--- src/rtl/usb_spd_pkg.sv ---
package usb_spd_pkg;

  typedef enum logic [2:0] {
    LS_FS    = 3'd0,
    LS_SUSP  = 3'd1,
    LS_CHIRP = 3'd2,
    LS_WAIT  = 3'd3,
    LS_HS    = 3'd4,
    LS_PROBE = 3'd5
  } link_state_e;

  function automatic int unsigned max2(input int unsigned a, input int unsigned b);
    return (a > b) ? a : b;
  endfunction

endpackage

--- src/rtl/usb_tick_timer.sv ---
module usb_tick_timer #(
  parameter int unsigned W = 8
) (
  input  logic         clk,
  input  logic         rst,
  input  logic         clr,
  input  logic         tick,
  output logic [W-1:0] cnt
);
  // saturating tick counter; clear has priority
  always_ff @(posedge clk) begin
    if (rst || clr)
      cnt <= '0;
    else if (tick && (cnt != '1))
      cnt <= cnt + 1'b1;
  end
endmodule

--- src/rtl/usb_chirp_pairs.sv ---
module usb_chirp_pairs #(
  parameter int unsigned PW = 2
) (
  input  logic          clk,
  input  logic          rst,
  input  logic          clr,
  input  logic          line_j,
  input  logic          line_k,
  output logic [PW-1:0] pairs
);
  logic want_k;

  // a pair is a clean K followed by a clean J; levels may last several cycles
  always_ff @(posedge clk) begin
    if (rst || clr) begin
      want_k <= 1'b1;
      pairs  <= '0;
    end else if (want_k && line_k && !line_j) begin
      want_k <= 1'b0;
    end else if (!want_k && line_j && !line_k) begin
      want_k <= 1'b1;
      if (pairs != '1) pairs <= pairs + 1'b1;
    end
  end
endmodule

--- src/rtl/usb_speed_neg.sv ---
module usb_speed_neg
  import usb_spd_pkg::*;
#(
  parameter int unsigned RESET_TICKS     = 250,
  parameter int unsigned CHIRP_TICKS     = 2000,
  parameter int unsigned HOST_WAIT_TICKS = 6000,
  parameter int unsigned IDLE_TICKS      = 3000,
  parameter int unsigned MIN_PAIRS       = 3
) (
  input  logic clk,
  input  logic rst,
  input  logic tick,
  input  logic line_se0,
  input  logic line_j,
  input  logic line_k,
  input  logic bus_active,
  output logic hs_sel,
  output logic chirp_drv,
  output logic bus_reset,
  output logic suspend_flag
);
  localparam int unsigned MAXT = max2(max2(RESET_TICKS, CHIRP_TICKS),
                                      max2(HOST_WAIT_TICKS, IDLE_TICKS));
  localparam int unsigned CW   = $clog2(MAXT + 1);
  localparam int unsigned PW   = $clog2(MIN_PAIRS + 1);
  localparam int unsigned NTMR = 2;  // 0: phase timer, 1: se0 timer

  link_state_e state_q, state_d;
  logic        rst_evt;
  logic [CW-1:0] tmr_cnt [NTMR];
  logic [NTMR-1:0] tmr_clr;
  logic [CW-1:0] ph_cnt, se0_cnt;
  logic [PW-1:0] pair_cnt;
  logic          se0_hit, leave;

  assign ph_cnt  = tmr_cnt[0];
  assign se0_cnt = tmr_cnt[1];
  assign leave   = (state_d != state_q);
  assign se0_hit = (se0_cnt >= CW'(RESET_TICKS));

  // phase timer restarts on every state change and on activity in high speed
  assign tmr_clr[0] = leave || ((state_q == LS_HS) && bus_active);
  // se0 timer only measures a continuous single-ended zero in sampling states
  assign tmr_clr[1] = !line_se0 || leave || (state_q == LS_CHIRP) ||
                      (state_q == LS_WAIT) || (state_q == LS_HS);

  for (genvar g = 0; g < NTMR; g++) begin : g_tmr
    usb_tick_timer #(.W(CW)) u_tmr (
      .clk (clk),
      .rst (rst),
      .clr (tmr_clr[g]),
      .tick(tick),
      .cnt (tmr_cnt[g])
    );
  end

  usb_chirp_pairs #(.PW(PW)) u_pairs (
    .clk   (clk),
    .rst   (rst),
    .clr   (state_q != LS_WAIT),
    .line_j(line_j),
    .line_k(line_k),
    .pairs (pair_cnt)
  );

  always_comb begin
    state_d = state_q;
    rst_evt = 1'b0;
    unique case (state_q)
      LS_FS: begin
        if (se0_hit) begin
          rst_evt = 1'b1;
          state_d = LS_CHIRP;
        end
      end
      LS_SUSP: begin
        if (se0_hit) begin
          rst_evt = 1'b1;
          state_d = LS_CHIRP;
        end else if (bus_active || line_k) begin
          state_d = LS_FS;
        end
      end
      LS_CHIRP: begin
        if (ph_cnt >= CW'(CHIRP_TICKS)) state_d = LS_WAIT;
      end
      LS_WAIT: begin
        if (pair_cnt >= PW'(MIN_PAIRS))              state_d = LS_HS;
        else if (ph_cnt >= CW'(HOST_WAIT_TICKS))     state_d = LS_FS;
      end
      LS_HS: begin
        if (!bus_active && (ph_cnt >= CW'(IDLE_TICKS))) state_d = LS_PROBE;
      end
      LS_PROBE: begin
        if (se0_hit) begin
          rst_evt = 1'b1;
          state_d = LS_CHIRP;
        end else if (ph_cnt >= CW'(RESET_TICKS)) begin
          state_d = LS_SUSP;
        end
      end
      default: state_d = LS_FS;
    endcase
  end

  always_ff @(posedge clk) begin
    if (rst) begin
      state_q      <= LS_FS;
      hs_sel       <= 1'b0;
      chirp_drv    <= 1'b0;
      suspend_flag <= 1'b0;
      bus_reset    <= 1'b0;
    end else begin
      state_q      <= state_d;
      hs_sel       <= (state_d == LS_HS);
      chirp_drv    <= (state_d == LS_CHIRP);
      suspend_flag <= (state_d == LS_SUSP);
      bus_reset    <= rst_evt;
    end
  end
endmodule

--- config.mk ---
export PLATFORM = sky130hd
export DESIGN_NAME = usb_speed_neg
export DESIGN_NICKNAME = d
export VERILOG_FILES = /design/src/rtl/usb_spd_pkg.sv /design/src/rtl/usb_tick_timer.sv /design/src/rtl/usb_chirp_pairs.sv /design/src/rtl/usb_speed_neg.sv
export SDC_FILE = /design/constraint.sdc
export NUM_CORES = 1
export LEC_CHECK = 0
export CAP_MARGIN = 30
export CORE_ASPECT_RATIO = 1.1
export CORE_MARGIN = 4
export CORE_UTILIZATION = 50
export DETAILED_ROUTE_END_ITERATION = 7
export DONT_BUFFER_PORTS = 1
export PLACE_DENSITY = 0.68
export SLEW_MARGIN = 40
export SYNTH_ARGS = -nofsm -noshare
export SYNTH_HDL_FRONTEND = slang
export SYNTH_SLANG_ARGS = --single-unit
--- constraint.sdc ---
create_clock -name clk -period 4.4 [get_ports clk]
set_input_delay 0 -clock clk [delete_from_list [all_inputs] [get_ports clk]]
set_output_delay 0 -clock clk [all_outputs]
set_load 0.005 [all_outputs]
==> results.md <==
* Outcome: complete, no violations
* HP Start: tick
* Seq/Total Area, Yosys at 35.8%
* DP HPWL at 2.89 mm
* Leakage at 0.000672 µW
* Total power per unit cell area at 283 mW/mm²
* Ys Warns at 0
* Multi-input logic area at 0.00118 mm²
* Post-synth EDFFs at 0
* Synth Instances at 228
* Die height at 74.6 µm
* CP max stage cell: nand4_2
* Total Neg Setup Slack at 0 ps
* Initial antenna violation count at 0
* Clk buf depth at 2
* Final setup fails at 0
* Mapped cell area at 0.00201 mm²
* Startpoint Class: flip-flop
* Worst path required time at 4590 ps
* Final Max Tran Viols at 0
* Worst vdd ir at 0.000207 V
* Synth top area share at 35.8%
* Buffers plus inverters on the worst setup path at 1
* Critical path arrival at 2520 ps
* RSZ-0062 raised after global routing: false
* Final nets at 242
* Clock slew seen by the registers of the worst setup and hold paths at 70 ps
* Vias in the first global route at 1496
* Sequential cell area at 721 µm²
* Most frequent cells in the layout: dfxtp_1 (36), nor2_1 (22), nor3_1 (22), nand2_1 (13)
* Die area at 0.00511 mm²
* FILL cells at 348
* Final WL at 4.05 mm
* R2r endpoint: g_tmr[1].u_tmr.cnt[3]
* Worst reg2reg path depth at 7
* Routed len/inst at 14.4 µm
* Placed Area at 0.00201 mm²
* Ys async rst share at 0%
* Detail Route Antenna Nets at 0
* Num CTS Buffers at 5
* Kind of critical path: flip-flop to flip-flop
* R2r setup slk at 2070 ps
* Core area at 0.00377 mm²
* # rows at 23
* Mapped Avg Cell Area at 8.83 µm²
* Period minus WS final at 2330 ps
* Slew HR at 55.7%
* CTS sink count at 36
* CTS tree: built
* DR DRC count at 0
* Post-layout util at 56.8%
* GRT Total Usage at 18.0%
* WHS Endpoint: g_tmr[0].u_tmr.cnt[2]
* Inserted Diodes at 0
* Setup WS post-layout at 2070 ps
* Layout cells sized above 1 at 9.96%
* Detailed Route Iter0 Violations at 148
* CTS H-tree depth at 2
* Hold Fails Final Rpt at 0
* Max Cap Violations at 0
* Netlist cell types at 57
* IO Port Bufs at 0
* Critical Path, Cell by Cell: inv_1 -> ha_1 -> or2b_4 -> a211oi_4 -> o211ai_1 -> nand4_2 -> a2111oi_4
* CP Max Fanout at 21
* Cell taking the most area after synthesis: dfxtp_1
* Num ports at 11
* Crit. End Element: flip-flop
* Synth top area cells: dfxtp_1 (36%), nor3_1 (5.5%), xnor2_1 (4.8%)
* Commonest non-fill, non-tap cell in the layout: dfxtp_1
* Die width at 68.5 µm
* Post-synthesis register bit count at 36
* Vias/cell at 5.79
* Initial Util at 53.4%
* CP delay by family, top: compound AO/OA/AOI/OAI gates
* Main synth FF type: dfxtp_1
* Dpl ws at 2050 ps
* Period Utilization, post-route at 53.0%
* Hold Path Depth at 3
* Global-route wire length before repair at 7.00 mm
* Worst-margin pin slew at 663 ps
* Largest net degree at the start of global routing at 22
* GP Congestion at 0.835
* Detailed-router iteration count before antenna repair at 4
* Slowest Stage Delay on Critical Path at 580 ps
* Clk Latency, worst-skew pair at 290 ps
* Total number of vias at 1627
* Fmax achieved at 0.429 GHz
* Clk_skew at 9.56 ps
* Root Buffer: clkbuf_8
* Min-Delay Path Class: input port to flip-flop
* R2r startpoint: g_tmr[1].u_tmr.cnt[0]
* P&R area growth vs syn at 6.28%
* Total gr overflow at 0
* Cell area after layout at 0.00214 mm²
metrics by stage:
step	total power [µW]	cells	hold slack, ps
2_1_floorplan	364	232	218
3_3_place_gp	363	269	74.9
3_5_place_dp	364	269	75.2
4_1_cts	613	281	21.4
5_1_grt	628	281	66.3
6_report	605	281	21.0
power breakdown:
part / internal, µW / leakage, µW / switching [µW]
clock: 127 / 0.0000445 / 117
combinational: 9.93 / 0.000335 / 15.6
sequential: 331 / 0.000293 / 5.02
total: 468 / 0.000672 / 138
synth_stat cells (all sizes together) (4+ instances only):
master  number
buf         12
nor4         7
a31oi        4
xnor2       11
nand4        7
o21ai        8
nor3        22
inv         10
ha           5
dfxtp       36
nand2       13
a21oi        6
nand3       11
nor2        22
how the worst max path moves through the flow:
stage                                      from  slack, ps                     to  cells after the start
after floorplan           g_tmr[1].u_tmr.cnt[0]       2390  g_tmr[1].u_tmr.cnt[2]                      8
after global placement    g_tmr[1].u_tmr.cnt[0]       2170  g_tmr[1].u_tmr.cnt[3]                      7
after detailed placement  g_tmr[1].u_tmr.cnt[0]       2050  g_tmr[1].u_tmr.cnt[3]                      7
after CTS                 g_tmr[1].u_tmr.cnt[0]       2040  g_tmr[1].u_tmr.cnt[3]                      7
after global routing      g_tmr[1].u_tmr.cnt[0]       1860  g_tmr[0].u_tmr.cnt[6]                      7
final                     g_tmr[1].u_tmr.cnt[0]       2070  g_tmr[1].u_tmr.cnt[3]                      7
area by class of cell:
cell class                 instances  share of cell area [%]
clock buffer                       7                    4.04
clock inverter                     1                   0.351
inverter                          10                    1.75
multi-input combinational        173                    55.4
sequential                        36                    33.7
tap                               50                    2.92
timing repair buffer               4                    1.87
kinds of logic after synthesis:
group           share of synthesized area (%)
compound gates                           18.0
xor+xnor                                 5.66
flops                                    35.8
simple gates                             29.6
other cells                             0.186
fa+ha+maj                                3.60
mux                                     0.994
buf+inv                                  6.09
per-layer routing:
layer | global-route usage [%] | share of wire (%) | vias up | routed length (µm)
met1 | 24.3 | 46 | 755 | 1880
met2 | 26.9 | 48 | 30 | 1940
met5 | 0 | 0 | - | 0
li1 | - | - | 834 | -
met3 | 4.68 | 3.9 | 8 | 156
met4 | 7.51 | 1.9 | 0 | 78
sequential cells by signal, summed over array words and instances, names as in the netlist:
register / cells
bus_reset: 1
chirp_drv: 1
g_tmr.u_tmr.cnt: 26
hs_sel: 1
state_q: 3
suspend_flag: 1
u_pairs.pairs: 2
u_pairs.want_k: 1
tightest hold or removal path, delay by kind of cell:
| kind | cells | cell delay (ps) |
|---|---|---|
| AO/OA/AOI/OAI | 1 | 80 |
| XOR/XNOR | 1 | 80 |
| AND/OR/NAND/NOR | 1 | 110 |
repair_timing:
| action | CTS | global route |
|---|---|---|
| hold buffers | 4 | 0 |
| setup buffers | 0 | 0 |
| endpoints found under the setup margin | 0 | 0 |
| resized for setup | 0 | 0 |
| hold endpoints to repair | 13 | 0 |
Note: power is estimated with default switching activity, not from simulation.
